$ cat src/rtl/bcid_pkg.sv
package bcid_pkg;

    typedef enum logic [1:0] {
        SEQ_IDLE  = 2'd0,
        SEQ_SEND  = 2'd1,
        SEQ_GUARD = 2'd2
    } seq_state_e;

    typedef struct packed {
        logic bit_v;
        logic is_rst;
    } cmd_word_t;

    // next position on a circular count of length len
    function automatic int unsigned wrap_inc(input int unsigned v, input int unsigned len);
        return (v + 1 >= len) ? 0 : v + 1;
    endfunction

    // bring a value below 2*len into the range [0, len)
    function automatic int unsigned fold_once(input int unsigned v, input int unsigned len);
        return (v >= len) ? v - len : v;
    endfunction

    // (a - b) mod len for a, b already in [0, len)
    function automatic int unsigned sub_mod(input int unsigned a, input int unsigned b,
                                            input int unsigned len);
        return (a >= b) ? a - b : a + len - b;
    endfunction

endpackage

$ cat src/rtl/bcid_orbit_ctr.sv
module bcid_orbit_ctr #(
    parameter int ORBIT_LEN = 3564,
    parameter int CNT_W     = 12,
    parameter int RST_POS   = 3540
) (
    input  logic             clk,
    input  logic             rst,
    input  logic             orbit_i,
    output logic [CNT_W-1:0] raw_o,
    output logic             start_o
);
    import bcid_pkg::*;

    localparam logic [CNT_W-1:0] START_V = CNT_W'(RST_POS);

    logic [CNT_W-1:0] raw_q;

    always_ff @(posedge clk) begin
        if (rst || orbit_i) begin
            raw_q <= '0;
        end else begin
            raw_q <= CNT_W'(wrap_inc(int'(raw_q), ORBIT_LEN));
        end
    end

    assign raw_o   = raw_q;
    assign start_o = (raw_q == START_V);

    AST_ORBIT_ZERO: assert property (@(posedge clk) disable iff (rst)
        orbit_i |=> (raw_q == '0));
    AST_RAW_RANGE: assert property (@(posedge clk) disable iff (rst)
        int'(raw_q) < ORBIT_LEN);

endmodule

$ cat src/rtl/bcid_rst_seq.sv
module bcid_rst_seq #(
    parameter int               RST_LEN   = 4,
    parameter int               GUARD_LEN = 1,
    parameter logic [RST_LEN-1:0] RST_PAT = 4'b1011
) (
    input  logic clk,
    input  logic rst,
    input  logic start_i,
    output logic veto_o,
    output logic send_o,
    output logic send_bit_o
);
    import bcid_pkg::*;

    localparam int IDX_W = $clog2(RST_LEN + GUARD_LEN + 1);
    localparam logic [IDX_W-1:0] LAST_SEND  = IDX_W'(RST_LEN - 1);
    localparam logic [IDX_W-1:0] LAST_GUARD = IDX_W'((GUARD_LEN > 0) ? GUARD_LEN - 1 : 0);

    seq_state_e       state_q, state_n;
    logic [IDX_W-1:0] idx_q, idx_n;

    always_comb begin
        state_n = state_q;
        idx_n   = idx_q;
        case (state_q)
            SEQ_IDLE: begin
                if (start_i) begin
                    state_n = SEQ_SEND;
                    idx_n   = '0;
                end
            end
            SEQ_SEND: begin
                if (idx_q == LAST_SEND) begin
                    idx_n   = '0;
                    state_n = (GUARD_LEN > 0) ? SEQ_GUARD : SEQ_IDLE;
                end else begin
                    idx_n = idx_q + 1'b1;
                end
            end
            SEQ_GUARD: begin
                if (idx_q == LAST_GUARD) begin
                    idx_n   = '0;
                    state_n = SEQ_IDLE;
                end else begin
                    idx_n = idx_q + 1'b1;
                end
            end
            default: begin
                state_n = SEQ_IDLE;
                idx_n   = '0;
            end
        endcase
    end

    always_ff @(posedge clk) begin
        if (rst) begin
            state_q <= SEQ_IDLE;
            idx_q   <= '0;
        end else begin
            state_q <= state_n;
            idx_q   <= idx_n;
        end
    end

    // pattern leaves most significant bit first
    always_comb begin
        send_bit_o = 1'b0;
        for (int i = 0; i < RST_LEN; i++) begin
            if (idx_q == IDX_W'(i)) begin
                send_bit_o = RST_PAT[RST_LEN-1-i];
            end
        end
    end

    assign veto_o = (state_q != SEQ_IDLE);
    assign send_o = (state_q == SEQ_SEND);

    AST_VETO_OPENS_WITH_SEND: assert property (@(posedge clk) disable iff (rst)
        $rose(veto_o) |-> send_o);
    AST_SEND_NEEDS_VETO: assert property (@(posedge clk) disable iff (rst)
        send_o |-> veto_o);

endmodule

$ cat src/rtl/bcid_cmd_gate.sv
module bcid_cmd_gate #(
    parameter int DROP_W = 16
) (
    input  logic              clk,
    input  logic              rst,
    input  logic              l1a_i,
    input  logic              veto_i,
    input  logic              send_i,
    input  logic              send_bit_i,
    output logic              cmd_o,
    output logic              cmd_rst_o,
    output logic [DROP_W-1:0] drop_o
);
    import bcid_pkg::*;

    cmd_word_t         cmd_q;
    logic [DROP_W-1:0] drop_q;
    logic              dropping;

    assign dropping = l1a_i & veto_i;

    always_ff @(posedge clk) begin
        if (rst) begin
            cmd_q <= '0;
        end else if (send_i) begin
            cmd_q.bit_v  <= send_bit_i;
            cmd_q.is_rst <= 1'b1;
        end else begin
            cmd_q.bit_v  <= l1a_i & ~veto_i;
            cmd_q.is_rst <= 1'b0;
        end
    end

    always_ff @(posedge clk) begin
        if (rst) begin
            drop_q <= '0;
        end else if (dropping && (drop_q != '1)) begin
            drop_q <= drop_q + 1'b1;
        end
    end

    assign cmd_o     = cmd_q.bit_v;
    assign cmd_rst_o = cmd_q.is_rst;
    assign drop_o    = drop_q;

    AST_DROP_STEP: assert property (@(posedge clk) disable iff (rst)
        (l1a_i && veto_i && (drop_q != '1)) |=> (drop_q == $past(drop_q) + 1'b1));
    AST_DROP_SAT: assert property (@(posedge clk) disable iff (rst)
        (drop_q == '1) |=> (drop_q == '1));
    AST_TRIG_ECHO: assert property (@(posedge clk) disable iff (rst)
        (cmd_o && !cmd_rst_o) |-> $past(l1a_i && !veto_i));

endmodule

$ cat src/rtl/bcid_offset.sv
module bcid_offset #(
    parameter int ORBIT_LEN = 3564,
    parameter int CNT_W     = 12,
    parameter int OFS_W     = 12
) (
    input  logic [CNT_W-1:0] raw_i,
    input  logic [OFS_W-1:0] ofs_i,
    output logic [CNT_W-1:0] bcid_o
);
    import bcid_pkg::*;

    int unsigned ofs_red;

    // the reduction is only built when the offset field can reach past an orbit
    generate
        if ((64'd1 << OFS_W) > 64'(ORBIT_LEN)) begin : g_fold
            assign ofs_red = fold_once(int'(ofs_i), ORBIT_LEN);
        end else begin : g_direct
            assign ofs_red = int'(ofs_i);
        end
    endgenerate

    assign bcid_o = CNT_W'(sub_mod(int'(raw_i), ofs_red, ORBIT_LEN));

endmodule

$ cat src/rtl/bcid_sched.sv
module bcid_sched #(
    parameter int                 ORBIT_LEN = 3564,
    parameter int                 RST_POS   = 3540,
    parameter int                 RST_LEN   = 4,
    parameter int                 GUARD_LEN = 1,
    parameter logic [RST_LEN-1:0] RST_PAT   = 4'b1011,
    parameter int                 OFS_W     = 12,
    parameter int                 DROP_W    = 16,
    localparam int                CNT_W     = $clog2(ORBIT_LEN)
) (
    input  logic              clk,
    input  logic              rst,
    input  logic              orbit_i,
    input  logic              l1a_i,
    input  logic [OFS_W-1:0]  ofs_i,
    output logic              cmd_o,
    output logic              cmd_rst_o,
    output logic              veto_o,
    output logic [CNT_W-1:0]  bcid_o,
    output logic [DROP_W-1:0] drop_cnt_o
);
    logic [CNT_W-1:0] raw;
    logic             start;
    logic             send;
    logic             send_bit;

    bcid_orbit_ctr #(
        .ORBIT_LEN (ORBIT_LEN),
        .CNT_W     (CNT_W),
        .RST_POS   (RST_POS)
    ) u_ctr (
        .clk     (clk),
        .rst     (rst),
        .orbit_i (orbit_i),
        .raw_o   (raw),
        .start_o (start)
    );

    bcid_rst_seq #(
        .RST_LEN   (RST_LEN),
        .GUARD_LEN (GUARD_LEN),
        .RST_PAT   (RST_PAT)
    ) u_seq (
        .clk        (clk),
        .rst        (rst),
        .start_i    (start),
        .veto_o     (veto_o),
        .send_o     (send),
        .send_bit_o (send_bit)
    );

    bcid_cmd_gate #(
        .DROP_W (DROP_W)
    ) u_gate (
        .clk        (clk),
        .rst        (rst),
        .l1a_i      (l1a_i),
        .veto_i     (veto_o),
        .send_i     (send),
        .send_bit_i (send_bit),
        .cmd_o      (cmd_o),
        .cmd_rst_o  (cmd_rst_o),
        .drop_o     (drop_cnt_o)
    );

    bcid_offset #(
        .ORBIT_LEN (ORBIT_LEN),
        .CNT_W     (CNT_W),
        .OFS_W     (OFS_W)
    ) u_ofs (
        .raw_i  (raw),
        .ofs_i  (ofs_i),
        .bcid_o (bcid_o)
    );

    AST_NO_COLLIDE: assert property (@(posedge clk) disable iff (rst)
        cmd_rst_o |-> $past(veto_o));
    AST_ID_RANGE: assert property (@(posedge clk) disable iff (rst)
        int'(bcid_o) < ORBIT_LEN);

endmodule

$ cat config.mk
export PLATFORM = sky130hd
export DESIGN_NAME = bcid_sched
export DESIGN_NICKNAME = d
export VERILOG_FILES = /design/src/rtl/bcid_pkg.sv /design/src/rtl/bcid_orbit_ctr.sv /design/src/rtl/bcid_rst_seq.sv /design/src/rtl/bcid_cmd_gate.sv /design/src/rtl/bcid_offset.sv /design/src/rtl/bcid_sched.sv
export SDC_FILE = /design/constraint.sdc
export NUM_CORES = 1
export LEC_CHECK = 0
export BUFFER_PORTS_ARGS = -buffer_cell sky130_fd_sc_hd__buf_2
export CAP_MARGIN = 40
export CORE_MARGIN = 1.5
export CORE_UTILIZATION = 60
export CTS_CLUSTER_DIAMETER = 30
export CTS_CLUSTER_SIZE = 28
export DETAILED_ROUTE_END_ITERATION = 8
export GPL_TIMING_DRIVEN = 0
export PLACE_DENSITY = 0.81
export SYNTH_ARGS = -nofsm -noshare
export SYNTH_HDL_FRONTEND = slang
export SYNTH_SLANG_ARGS = --single-unit
$ cat constraint.sdc
create_clock -name clk -period 9.61 [get_ports clk]
set_input_delay 2.4025 -clock clk [delete_from_list [all_inputs] [get_ports clk]]
set_output_delay 2.4025 -clock clk [all_outputs]
set_load 0.1 [all_outputs]
==> results_dict.tcl <==
set metrics [dict create \
    run_status "completed" \
    initial_utilization_pct 63.3 \
    worst_pin_slew_ps 849 \
    avgViaCountPerCell 5.61 \
    grt_pass1_vias 2817 \
    final.setup_skew_ps 10.2 \
    place_congestion 0.886 \
    drv.max_cap_violation_count 0 \
    synth-simple-area-share_pct 21.6 \
    synth_top_flop_cell "dfxtp_1" \
    post-place-ws_ps 554 \
    timing_hold_violations_final 0 \
    worst_path_arrival_ps 6720 \
    critPathCaptureType "output port" \
    drive_above_1_share_pct 14.0 \
    worst_setup_path_start_kind "primary input" \
    reg2reg_slack_ps 6980 \
    tritoncts "built" \
    post-cts-setup-buffer-count 0 \
    timing_max_transition_violations_final 0 \
    leakagePower_nw 1.62 \
    vert_die_dim_um 77.1 \
    worst_hold_path_type "register to register" \
    number_of_storage_elements_in_the_synthesis_netlist 35 \
    synth_top_family_by_area "simple AND/OR/NAND/NOR gates" \
    fmaxAchievable_mhz 110 \
    clock_path_buffers 2 \
    floorplan.die_area_um2 5940 \
    avgRoutedWirePerCell_um 13.6 \
    cpMaxStageDelayCell "or4b_1" \
    switching_power_uw 230 \
    antenna_violations_before_repair 0 \
    numPortBuffers 44 \
    clock_insertion_delay_worst_skew_ps 290 \
    drt_wl_total_mm 7.49 \
    synth_edf_count 0 \
    post_synth_xor_area_fraction_pct 12.5 \
    cp_num_buf_inv 3 \
    detailroute.via_count 3080 \
    postCtsResizedCells 0 \
    cp.required_ps 7210 \
    pin_count 47 \
    cts_hold_buffers 0 \
    max_stage_delay_ps 490 \
    normalized_max_slew_margin_pct 42.9 \
    cts_made_buffers 5 \
    unrepaired_setup_endpoints_after_global_routing "no" \
    share_seq_of_total_power_pct 31.1 \
    power_density_nw_per_um2 132 \
    coreArea_um2 5200 \
    postLayoutCellArea_um2 3690 \
    share_clk_of_total_power_pct 22.1 \
    dp.final_hpwl_mm 6.03 \
    fin_util_pct 70.9 \
    post_synth_fa_ha_maj_area_fraction_pct 18.9 \
    async_flop_share_pct 0 \
    dpl-instance-area_um2 3600 \
    post-route-min-period_ps 9120 \
    netlist_area_um2 3290 \
    rows 26 \
    period_share_pct 94.9 \
    crit_path_cell_trace "buf_2 -> ha_1 -> or4b_1 -> a21oi_1 -> o21bai_1 -> xnor2_1 -> ha_1 -> inv_1 -> fa_1 -> a21o_1 -> a31oi_1 -> o31a_1 -> o221ai_1 -> o41a_1 -> xor2_1 -> mux2i_1 -> xnor2_1 -> buf_2" \
    yosys_warnings 0 \
    avgSynthCellArea_um2 7.69 \
    drt-pass1-iter-count 4 \
    cts_root_buffer "clkbuf_8" \
    cts.sink_count 35 \
    postSynthNetCount 489 \
    global_route_wire_length_before_repair_mm 12.5 \
    synth.yosys.seq_area_share_pct 21.3 \
    power_switching_share_pct 47.2 \
    critical_path_class "primary input to output port" \
    critical-path-top-delay-family "compound AO/OA/AOI/OAI gates" \
    number_of_cells_produced_by_synthesis 428 \
    critical_path_peak_fanout 5 \
    clk_transition_reported_paths_ps 70 \
    post_synthesis_cell_type_count 55 \
    post_synth_top_area_share_pct 21.3 \
    track_usage_pct 25.9 \
    irDropWorstVdd_v 0.0000924 \
    floorplan.die.width_um 77.1 \
    synth_top_cells_by_area "dfxtp_1 (21%), ha_1 (15%), xnor2_1 (7.2%)" \
    antenna_violating_nets_post_route 0 \
    syn2layout_area_growth_pct 12.0 \
    antennaDiodeCount 0 \
    power_report.internal_total_uw 257 \
    setup_total_negative_slack_ps 0 \
    detail_route.drc_violations 0 \
    cts_htree_levels 2 \
    grt_residual_overflow 0 \
    synth_mux_area_share_pct 1.90 \
    fraction_of_the_mapped_netlist_area_in_compound_gates_pct 16.5 \
    synth_largest_area_cell "dfxtp_1" \
    min_setup_slack_post_route_ps 490 \
    nets 540 \
    comb_power_share_pct 46.8 \
    final-setup-viol-count 0 \
    grt_max_degree 11 \
    dr_iter_0_viols 158 \
]
power by group through the flow:
stage | logic [mW] | clock network, mW | registers, mW
6_report | 0.227 | 0.107 | 0.151
3_5_place_dp | 0.226 | 0 | 0.155
2_1_floorplan | 0.173 | 0 | 0.170
5_1_grt | 0.241 | 0.115 | 0.152
3_3_place_gp | 0.223 | 0 | 0.154
4_1_cts | 0.227 | 0.110 | 0.151
synthesized netlist by cell type (6+ instances only):
library cell,number
a21oi_1,21
a31oi_1,6
dfxtp_1,35
ha_1,40
inv_1,55
nand2_1,36
nand3_1,16
nand4_1,10
nor2_1,58
nor3_1,10
o21ai_0,14
xnor2_1,27
xor2_1,20
layer usage:
layer,track usage (%),routed length [um],up-vias
met5,0,0,-
met4,8.91,159,0
met3,2.86,281,15
met2,45.8,3630,80
met1,32.6,3420,1432
li1,-,-,1553
per-stage QoR:
stage          hold slack (ps)  std cells  power (mW)
2_1_floorplan              465        428       0.344
3_5_place_dp               495        542       0.381
5_1_grt                    546        549       0.508
6_report                   504        549       0.486
4_1_cts                    507        549       0.488
3_3_place_gp               485        542       0.377
layout make-up:
| class | count | area, um^2 |
|---|---|---|
| multi-input combinational | 330 | 2350 |
| fill | 426 | 1520 |
| sequential | 35 | 701 |
| timing repair buffer | 44 | 220 |
| inverter | 55 | 206 |
| tap | 70 | 87.6 |
| clock buffer | 6 | 82.6 |
| buffer | 8 | 37.5 |
| clock inverter | 1 | 5.00 |
path summary, 6_finish.rpt:
check,cells after the start,startpoint,endpoint
min,2,u_gate.drop_o[1],u_gate.drop_o[1]
max reg2reg,9,u_ctr.raw_o[2],u_ctr.raw_o[4]
min reg2reg,2,u_gate.drop_o[1],u_gate.drop_o[1]
max,18,ofs_i[2],bcid_o[11]
worst reg2reg max path, cell delays in order, from the launching register on:
cell and delay (ps):
dfxtp_1 400, clkbuf_1 320, nand4_1 230, nor4_1 500, nand3_1 130, o21ai_0 100
o21ai_1 110, a311o_1 390, clkbuf_1 230, nor2_1 150
sequential cells by signal (all words and copies together) (netlist names):
| name | flops |
|---|---|
| u_seq.state_q | 2 |
| u_gate.cmd_rst_o | 1 |
| u_gate.cmd_o | 1 |
| u_seq.idx_q | 3 |
| u_ctr.raw_o | 12 |
| u_gate.drop_o | 16 |
placed cells by master, fill, tap and decap left out, types with 4 or more instances in the layout:
master,instances
nor2_1,58
inv_1,55
buf_2,47
ha_1,40
nand2_1,36
dfxtp_1,35
xnor2_1,27
a21oi_1,21
xor2_1,20
nand3_1,16
o21ai_0,14
nand4_1,10
nor3_1,10
a31oi_1,6
clkbuf_8,6
o21ai_1,5
o31a_1,5
fa_1,5
clkbuf_1,4
mux2i_1,4
cells by family after synthesis:
logic type	Yosys count
flip-flops	35
multiplexers	6
buffers and inverters	63
AND/OR/NAND/NOR	152
XOR/XNOR	47
AO/OA/AOI/OAI	78
adder cells (fa/ha/maj)	47
Note: power is estimated with default switching activity, not from simulation.
